<file path="src/rtl/serial_atten_pkg.sv">
package serial_atten_pkg;
  typedef struct packed {
    logic shiftEv;
    logic latchEv;
    logic shiftBit;
  } ctrlStb_t;
endpackage

</file>
<file path="src/rtl/serial_atten_ctrl.sv">
module serial_atten_ctrl
  import serial_atten_pkg::*;
#(
  parameter int SYNC_STAGES = 2
) (
  input  logic     clk,
  input  logic     rst_n,
  input  logic     serClk,
  input  logic     serData,
  input  logic     latchEn,
  output ctrlStb_t ctrlStb
);
  localparam int LANES = 3;
  localparam int PIPE  = SYNC_STAGES + 1;
  localparam int LN_CLK = 0;
  localparam int LN_DAT = 1;
  localparam int LN_LE  = 2;
  // Clock and latch lanes reset high, so a pin that is already high at reset gives no false edge
  localparam logic [LANES-1:0] RST_VAL = 3'b101;

  logic [LANES-1:0] pinVec;
  logic [PIPE-1:0]  pipe [LANES];

  assign pinVec = {latchEn, serData, serClk};

  for (genvar g = 0; g < LANES; g++) begin : gLane
    always_ff @(posedge clk or negedge rst_n) begin
      if (!rst_n) pipe[g] <= {PIPE{RST_VAL[g]}};
      else        pipe[g] <= {pipe[g][PIPE-2:0], pinVec[g]};
    end
  end

  logic clkNow, clkOld, leNow, leOld;
  assign clkNow = pipe[LN_CLK][SYNC_STAGES-1];
  assign clkOld = pipe[LN_CLK][SYNC_STAGES];
  assign leNow  = pipe[LN_LE][SYNC_STAGES-1];
  assign leOld  = pipe[LN_LE][SYNC_STAGES];

  always_comb begin
    ctrlStb.shiftEv  = clkNow & ~clkOld & ~leNow;
    ctrlStb.latchEv  = leNow & ~leOld;
    ctrlStb.shiftBit = pipe[LN_DAT][SYNC_STAGES-1];
  end

  AST_LATCH_SPACING: assert property (@(posedge clk) disable iff (!rst_n)
    ctrlStb.latchEv |=> !ctrlStb.latchEv);
endmodule

</file>
<file path="src/rtl/serial_atten_dp.sv">
module serial_atten_dp
  import serial_atten_pkg::*;
#(
  parameter int FRAME_W = 16,
  parameter int WORD_W  = 8,
  parameter int CODE_W  = 7,
  parameter int ADDR_W  = 3
) (
  input  logic              clk,
  input  logic              rst_n,
  input  ctrlStb_t          ctrlStb,
  input  logic [ADDR_W-1:0] addrStrap,
  output logic [CODE_W-1:0] attenCode,
  output logic              updateStb,
  output logic              frameErr
);
  localparam int ADDR_LSB = WORD_W;
  localparam int FLAG_BIT = WORD_W - 1;
  localparam logic [CODE_W-1:0] RESET_CODE = {CODE_W{1'b1}};

  logic [FRAME_W-1:0] frameReg;
  logic [ADDR_W-1:0]  addrField;
  logic               addrHit;
  logic               writeEn;

  assign addrField = frameReg[ADDR_LSB +: ADDR_W];
  assign addrHit   = (addrField == addrStrap);
  assign writeEn   = ctrlStb.latchEv & addrHit;

  always_ff @(posedge clk or negedge rst_n) begin
    if (!rst_n) frameReg <= '0;
    else if (ctrlStb.shiftEv) frameReg <= {ctrlStb.shiftBit, frameReg[FRAME_W-1:1]};
  end

  always_ff @(posedge clk or negedge rst_n) begin
    if (!rst_n) begin
      attenCode <= RESET_CODE;
      updateStb <= 1'b0;
      frameErr  <= 1'b0;
    end else begin
      updateStb <= writeEn;
      if (writeEn) begin
        attenCode <= frameReg[CODE_W-1:0];
        frameErr  <= frameErr | frameReg[FLAG_BIT];
      end
    end
  end

  AST_HOLD_NO_LATCH: assert property (@(posedge clk) disable iff (!rst_n)
    !ctrlStb.latchEv |=> $stable(attenCode));
  AST_MISMATCH_KEEP: assert property (@(posedge clk) disable iff (!rst_n)
    (ctrlStb.latchEv && !addrHit) |=> ($stable(attenCode) && !updateStb));
  AST_STB_SINGLE: assert property (@(posedge clk) disable iff (!rst_n)
    updateStb |=> !updateStb);
  AST_ERR_STICKY: assert property (@(posedge clk) disable iff (!rst_n)
    frameErr |=> frameErr);
endmodule

</file>
<file path="src/rtl/serial_atten_rx.sv">
module serial_atten_rx
  import serial_atten_pkg::*;
#(
  parameter int SYNC_STAGES = 2,
  parameter int WORD_W      = 8,
  parameter int CODE_W      = 7,
  parameter int ADDR_W      = 3
) (
  input  logic              clk,
  input  logic              rst_n,
  input  logic              serClk,
  input  logic              serData,
  input  logic              latchEn,
  input  logic [ADDR_W-1:0] addrStrap,
  output logic [CODE_W-1:0] attenCode,
  output logic              updateStb,
  output logic              frameErr
);
  localparam int FRAME_W = 2 * WORD_W;

  ctrlStb_t ctrlStb;

  serial_atten_ctrl #(.SYNC_STAGES(SYNC_STAGES)) u_ctrl (
    .clk(clk), .rst_n(rst_n), .serClk(serClk), .serData(serData),
    .latchEn(latchEn), .ctrlStb(ctrlStb)
  );

  serial_atten_dp #(.FRAME_W(FRAME_W), .WORD_W(WORD_W), .CODE_W(CODE_W), .ADDR_W(ADDR_W)) u_dp (
    .clk(clk), .rst_n(rst_n), .ctrlStb(ctrlStb), .addrStrap(addrStrap),
    .attenCode(attenCode), .updateStb(updateStb), .frameErr(frameErr)
  );
endmodule

</file>
<file path="config.mk">
export PLATFORM = sky130hd
export DESIGN_NAME = serial_atten_rx
export DESIGN_NICKNAME = d
export VERILOG_FILES = /design/src/rtl/serial_atten_pkg.sv /design/src/rtl/serial_atten_ctrl.sv /design/src/rtl/serial_atten_dp.sv /design/src/rtl/serial_atten_rx.sv
export SDC_FILE = /design/constraint.sdc
export NUM_CORES = 1
export LEC_CHECK = 0
export BUFFER_PORTS_ARGS = -buffer_cell sky130_fd_sc_hd__clkbuf_2
export CORE_MARGIN = 10
export CORE_UTILIZATION = 58
export DETAILED_ROUTE_END_ITERATION = 8
export PLACE_DENSITY = 0.85
export SYNTH_ARGS = -nofsm -noshare
export SYNTH_HDL_FRONTEND = slang
export SYNTH_SLANG_ARGS = --single-unit
</file>
<file path="constraint.sdc">
create_clock -name clk -period 2.6 [get_ports clk]
set_input_delay 0.52 -clock clk [delete_from_list [all_inputs] [get_ports clk]]
set_output_delay 0.52 -clock clk [all_outputs]
set_load 0.05 [all_outputs]
</file>
Word-level counts from Yosys, hierarchy flattened

Index checks and enable logic that the tools add are counted.

Add/subtract/negate cells: 0
Multiply operators: 0
Div/mod/pow operators: 0
Magnitude comparators: 0
Equality and inequality tests: 1
Shift-type cells: 0
Muxes and demuxes: 0
Bitwise operators: 8
Reductions and logical operators: 0

Operators by type and width:

| kind                | count |
|---|---|
| 1-bit bitwise AND   | 4 |
| 3-bit equality test | 1 |
| 1-bit NOT           | 3 |
| 1-bit OR            | 1 |

Bits in registers: 33
Bits in latches: 0
Memory bits (writable): 0
Bits in read-only memories: 0
Input bits: 8
Output and inout bits: 9
Memories: 0

Depth between registers and ports, before layout

Gate-level depths: netlist (run 1).

Word-level depth: 3
Gate-level depth with buffers: 4

By module

A second synthesis (run 1) with hierarchy kept.

Cells, all modules: 69
Area total of the unflattened synthesis: 1191.1 sq um

By module, submodules not included:

| module            | instances | cells an instance | area an instance (sq um) | sequential area each (sq um) |
|---|---|---|---|---|
| serial_atten_dp   | 1         | 58                | 954.7                    | 634.4 |
| serial_atten_ctrl | 1         | 11                | 236.5                    | 207.7 |

Least setup slack after synthesis (run 1)

No wires, ideal clock.

Path type: register to register
From: reg u_ctrl.pipe, in the netlist u_ctrl.clkNow
To: reg u_dp.frameReg[10]
Library setup time: 125 ps
Data arrival time: 1353 ps
Required time: 2475 ps
Slack: 1123 ps
Stages on the path, launching flop included: 4
Path buffers: 1
Clock period less this slack: 1477 ps
Cell sequence: dfstp_2 > nor3b_4 > buf_6 > mux2_2

Longest elaborated chain between the ends: 2

Ends and longest elaborated chain:

| what                            | line                    | source |
|---|---|---|
| start, declared                 | serial_atten_ctrl.sv:22 | `logic [PIPE-1:0] pipe [LANES];` |
| start signal, assigned by index | serial_atten_ctrl.sv:28 | `if (!rst_n) pipe[g] <= {PIPE{RST_VAL[g]}};` |
| start signal, assigned by index | serial_atten_ctrl.sv:29 | `else pipe[g] <= {pipe[g][PIPE-2:0], pinVec[g]};` |
| 1-bit bitwise AND (2 in series) | serial_atten_ctrl.sv:40 | `ctrlStb.shiftEv = clkNow & ~clkOld & ~leNow;` |
| end signal, assigned            | serial_atten_dp.sv:32   | `else if (ctrlStb.shiftEv) frameReg <= {ctrlStb.shiftBit, frameReg[FRAME_W-1:1]};` |
| end, declared                   | serial_atten_dp.sv:21   | `logic [FRAME_W-1:0] frameReg;` |

Every way passes these cells.
A chain may end at the register's enable or synchronous reset.

Worst setup path after layout (run 1)

From: reg u_ctrl.pipe, in the netlist u_ctrl.clkNow
To: reg u_dp.frameReg[9]

Same word-level chain as after synthesis.

==> impl_metrics.toml, run 1 <==
[status]
outcome = "finished clean"

[sta]
finalSetupTns_ns = 0
hold_violations = 0
rsz0062_at_grt = "no"
post-route-period-util_pct = 64.7
drv_slew = 0
finalSetupViolations = 0
min_period_ns = 1.68
setup_slack_ns = 0.917
max_freq_mhz = 594
worst-slew-pin-transition_ns = 0.771
slew_headroom_pct = 48.6
fin_skew_ns = 0.00997

[detailed_routing]
vias = 580
drt-total-wl_microns = 1720
avgRoutedWirePerCell_microns = 14.7
drtIter0Drc = 25
drc = 0
dr.pass1.iters = 3
postRouteAntennaNets = 0
vias_per_cell = 4.96

[yosys]
synth_compound_area_share_pct = 1.05
synth_top_cell_area_share_pct = 42.0
syn-num-nets = 75
yosysWarnings = 0
synth_top_family_by_area = "multiplexers"
netlist_area_sq_um = 1190
syn_inst = 67
synth_mux_area_share_pct = 20.8
synth-simple-area-share_pct = 3.68
synth_cell_types = 12
avgSynthCellArea_sq_um = 17.8
synthTopCellsByArea = "dfrtp_1 (42%), dfstp_2 (29%), mux2_2 (21%)"
ys_seq_elements = 33
yosysTopAreaCell = "dfrtp_1"
yosysSeqAreaShare_pct = 70.7
synth_xor_area_share_pct = 2.21
synth_fa_ha_area_share_pct = 0

[die]
dieArea_sq_um = 4270
ios = 17
die_h_microns = 65.3
rows = 16
core_sq_um = 1960
die_w_microns = 65.3
start_util_pct = 60.7

[global_routing]
overflow = 0
first_global_vias = 604
grt_max_degree = 34
grt_util_all_layers_pct = 9.04
grt_pass1_wl_microns = 2830
antenna_found_initial = 0

[setup_path]
r2r_slack_ns = 0.92
cp.arrival_ns = 1.89
r2r-start = "u_ctrl.clkNow"
r2r_end = "u_dp.frameReg[9]"
cp-start-kind = "flip-flop"
worstPathRequired_ns = 2.81
r2r_cells = 2
worst-path-max-fanout = 17
crit_type = "reg2reg"
cp-end-kind = "flip-flop"

[run]
cap_viol_max_count = 0

[cells_and_area]
area_growth_pct = 13.6
layout_common_cells = "mux2_2 (22), dfrtp_1 (20), clkbuf_2 (16)"
fin_cells = 117
final_cell_area_sq_um = 1350
drive_gt1_share_pct = 66.7
fillerInstances = 149
final_common_cell = "mux2_2"
num_antenna_cells = 0
final_nets = 97

[clocking]
ctsHoldBuffers = 0
insertion_delay_ns = 0.32
cts_root_buf = "clkbuf_4"
ctsLongestPathBuffers = 2
cts_buffers = 5
clk_pin_slew_ns = 0.10
post_cts_buffers = 0
cts_sinks = 33
h-tree-depth = 2
ctsResizeCount = 0
tritoncts = "built"

[power_and_ir_drop]
power_density_nw_per_um2 = 780
peakVddDrop_v = 0.000467
p_leak_nw = 0.651

[placed_design]
dp_hpwl_microns = 1250
portBuffers = 16
dp_slack_ns = 0.913
place_area_sq_um = 1290
dp.cells = 109
gp_congestion = 0.667

[worst_hold_path]
hp-class = "in2async"
-- cells in the mapped netlist --
cell type / instances
and2b_2: 1
o21bai_1: 1
mux2_2: 22
dfstp_2: 13
buf_6: 1
nand4_2: 1
o21ai_0: 1
dfrtp_1: 20
nor3b_4: 1
xnor2_1: 3
nand2_1: 1
inv_1: 2
-- worst max path at each step --
stage / to / from / slack, ns
final: u_dp.frameReg[9] / u_ctrl.clkNow / 0.92
after detailed placement: u_dp.frameReg[9] / u_ctrl.clkNow / 0.91
after floorplan: u_dp.frameReg[10] / u_ctrl.clkNow / 1.12
after global placement: u_dp.frameReg[4] / u_ctrl.clkNow / 0.92
after CTS: u_dp.frameReg[9] / u_ctrl.clkNow / 0.91
after global routing: u_dp.frameReg[9] / u_ctrl.clkNow / 0.85
-- layer usage --
| metal | routed length [microns] | GRT usage [%] | vias up |
|---|---|---|---|
| met4 | 39 | 5.61 | 0 |
| met3 | 165 | 7.12 | 4 |
| met2 | 804 | 12.3 | 19 |
| met1 | 712 | 9.51 | 284 |
| li1 | - | - | 273 |
| met5 | 0 | 0 | - |
-- worst max-delay path: stages (launching register included) --
cell     delay [ns]
dfstp_2        0.54
nor3b_4        0.62
mux2_2         0.41
-- state kept, by name, summed over array words and instances (netlist names) --
name            flops
u_dp.updateStb      1
u_dp.frameErr       1
u_dp.frameReg      16
u_ctrl.ctrlStb      1
u_ctrl.clkOld       1
u_ctrl.leNow        1
u_ctrl.leOld        1
u_ctrl.clkNow       1
u_ctrl.pipe         3
u_dp.attenCode      7
-- power by group --
part           switching [mW]  leakage, nW  internal [mW]
Sequential             0.0439        0.397          0.587
Combinational          0.0646        0.221         0.0736
Clock                   0.153       0.0326          0.133
Total                   0.261        0.651          0.794
-- layout make-up --
| cell class | instances | area, sq um | share of cell area, % |
|---|---|---|---|
| inverters | 2 | 7.51 | 0.555 |
| flip-flops and latches | 33 | 842 | 62.3 |
| repair buffers | 16 | 80.1 | 5.92 |
| well taps | 27 | 33.8 | 2.50 |
| clock buffers | 8 | 58.8 | 4.35 |
| multi-input cells | 31 | 330 | 24.4 |
-- stage by stage --
| stage | power (mW) | utilization [%] | hold WS (ns) |
|---|---|---|---|
| 5_1_grt | 1.11 | 68.9 | 0.246 |
| 3_5_place_dp | 0.783 | 65.9 | 0.340 |
| 3_3_place_gp | 0.768 | 65.9 | 0.337 |
| 6_report | 1.06 | 68.9 | 0.256 |
| 2_1_floorplan | 0.736 | - | 0.224 |
| 4_1_cts | 1.07 | 68.9 | 0.257 |
-- cell families after synthesis --
kind of cell | after synthesis
buffers and inverters | 3
AOI/OAI and AO/OA | 2
xor gates and xnor gates | 3
DFF | 33
muxes | 22
and+or+nand+nor | 4
Note: power is estimated with default switching activity, not from simulation.
==> inputs of run 2 (changes only) <==
--- a/config.mk
+++ b/config.mk
@@ -7,9 +7,9 @@
 export LEC_CHECK = 0
 export BUFFER_PORTS_ARGS = -buffer_cell sky130_fd_sc_hd__clkbuf_2
 export CORE_MARGIN = 10
-export CORE_UTILIZATION = 58
+export CORE_UTILIZATION = 54
 export DETAILED_ROUTE_END_ITERATION = 8
-export PLACE_DENSITY = 0.85
+export PLACE_DENSITY = 0.8
 export SYNTH_ARGS = -nofsm -noshare
 export SYNTH_HDL_FRONTEND = slang
 export SYNTH_SLANG_ARGS = --single-unit
==> constraint.sdc (replaced) <==
create_clock -name clk -period 1.8 [get_ports clk]
set_input_delay 0.36 -clock clk [delete_from_list [all_inputs] [get_ports clk]]
set_output_delay 0.36 -clock clk [all_outputs]
set_load 0.05 [all_outputs]
==> run 2 against run 1 <==
Net effect:
- cell count up 0.85%
- routed wire length grew 4.8%
- core utilization is 2.0 points lower
==> impl_metrics.toml, run 2 (synthesized netlist as in run 1, its figures left out) <==
[status]
outcome = "finished clean"

[setup_path]
worst-path-max-fanout = 2
r2r-start = "u_ctrl.clkNow"
cp_top_family = "flip-flops"
cp-end-kind = "output port"
crit_path_start = "u_dp.attenCode[4]"
crit_path_max_incr_delay_ns = 0.55
crit_chain = "clkbuf_2"
cp.depth = 1
crit_slowest_cell = "dfstp_2"
worstPathRequired_ns = 1.44
r2r_cells = 3
crit_type = "reg2out"
cp.arrival_ns = 1.15
cp-start-kind = "flip-flop"
r2r_end = "u_dp.frameReg[2]"
r2r_slack_ns = 0.36
worstPathBufferInverterCount = 1
crit_end = "attenCode[4]"

[clocking]
ctsResizeCount = 0
ctsLongestPathBuffers = 2
clk_pin_slew_ns = 0.09
cts_root_buf = "clkbuf_4"
ctsHoldBuffers = 0
tritoncts = "built"
h-tree-depth = 2
cts_sinks = 33
insertion_delay_ns = 0.32
post_cts_buffers = 0
cts_buffers = 5

[power_and_ir_drop]
clkPwrFrac_pct = 25.6
power_density_nw_per_um2 = 1100
p_leak_nw = 0.656
power_frac_seq_pct = 61.0
power_mw = 1.49
netSwitchingFraction_pct = 26.0
peakVddDrop_v = 0.000761
switchingPower_mw = 0.389
p_comb_share_pct = 13.4
p_int_mw = 1.10

[sta]
finalSetupTns_ns = 0
drv_slew = 0
fin_skew_ns = 0.00302
hold_violations = 0
slew_headroom_pct = 48.3
worst-slew-pin-transition_ns = 0.775
rsz0062_at_grt = "no"
max_freq_mhz = 664
min_period_ns = 1.51
post-route-period-util_pct = 83.6
finalSetupViolations = 0

[detailed_routing]
drt-total-wl_microns = 1800
dr.pass1.iters = 3
drc = 0
postRouteAntennaNets = 0
avgRoutedWirePerCell_microns = 15.3
drtIter0Drc = 26
vias = 591
vias_per_cell = 5.01

[cells_and_area]
final_common_cell = "mux2_2"
largest_register_ffs = 16
final_cell_area_sq_um = 1350
final_nets = 98
drive_gt1_share_pct = 68.1
num_antenna_cells = 0
regArea_sq_um = 842
multiInputGateArea_sq_um = 330
layout_common_cells = "mux2_2 (22), dfrtp_1 (20), clkbuf_2 (16)"
regMostFlops = "u_dp.frameReg"
fillerInstances = 146
biggestRegsByFlops = "u_dp.frameReg x16, u_dp.attenCode x7, u_ctrl.pipe x3"
area_growth_pct = 13.6

[die]
start_util_pct = 58.9
die_h_microns = 67.0
die_w_microns = 67.0
dieArea_sq_um = 4480
core_sq_um = 2020
rows = 16
ios = 17

[placed_design]
portBuffers = 16
place_area_sq_um = 1300
gp_congestion = 0.695
dp_hpwl_microns = 1280

[global_routing]
grt_util_all_layers_pct = 9.24
first_global_vias = 669
antenna_found_initial = 0
grt_max_degree = 34
grt_pass1_wl_microns = 3110
overflow = 0

[run]
cap_viol_max_count = 0

[worst_hold_path]
hp-class = "in2async"
==> run 2: cell types whose count changed in the layout (fill, tap and decap cells not counted), sizes merged <==
cell and delta:
buf +1, clkbuf -2, clkinv +2
==> run 2: layer usage <==
| layer | global-route usage, % | vias to the layer above | share of wire (%) |
|---|---|---|---|
| met5 | 0 | - | 0 |
| met4 | 6.15 | 0 | 0.78 |
| met3 | 4.52 | 2 | 9.4 |
| met2 | 13.2 | 18 | 45 |
| met1 | 10.7 | 293 | 45 |
| li1 | - | 278 | - |
==> run 2: layout make-up <==
type	count	share of cell area, %
Multi-Input combinational cell	31	24.4
Tap cell	27	2.50
Clock inverter	2	0.740
Sequential cell	33	62.3
Inverter	2	0.555
Timing Repair Buffer	17	6.48
Clock buffer	6	3.05
==> run 2: power by group through the flow <==
stage	Combinational (mW)	Sequential, mW	Clock [mW]
6_report	0.201	0.910	0.382
3_5_place_dp	0.204	0.926	0
4_1_cts	0.205	0.912	0.400
2_1_floorplan	0.136	0.927	0
5_1_grt	0.218	0.924	0.433
3_3_place_gp	0.197	0.917	0
==> run 2: worst min path at each step <==
| stage | end | slack (ns) | depth (start not counted) |
|---|---|---|---|
| final | u_dp.frameReg[9] | 0.1 | 1 |
| after global routing | u_ctrl.pipe[0] | 0.08 | 1 |
| after CTS | u_dp.frameErr | 0.1 | 1 |
| after detailed placement | u_ctrl.clkNow | 0.35 | 0 |
| after global placement | u_ctrl.ctrlStb[0] | 0.34 | 0 |
| after floorplan | u_ctrl.ctrlStb[0] | 0.06 | 0 |
==> run 2: metrics by stage <==
step / hold slack [ns] / std cells / util [%] / worst slack, ns
3_3_place_gp: 0.342 / 110 / 64.4 / 0.396
5_1_grt: 0.0823 / 118 / 66.9 / 0.240
2_1_floorplan: 0.0644 / 67 / - / 0.323
6_report: 0.0985 / 118 / 66.9 / 0.295
3_5_place_dp: 0.352 / 110 / 64.4 / 0.358
4_1_cts: 0.0952 / 118 / 66.9 / 0.270
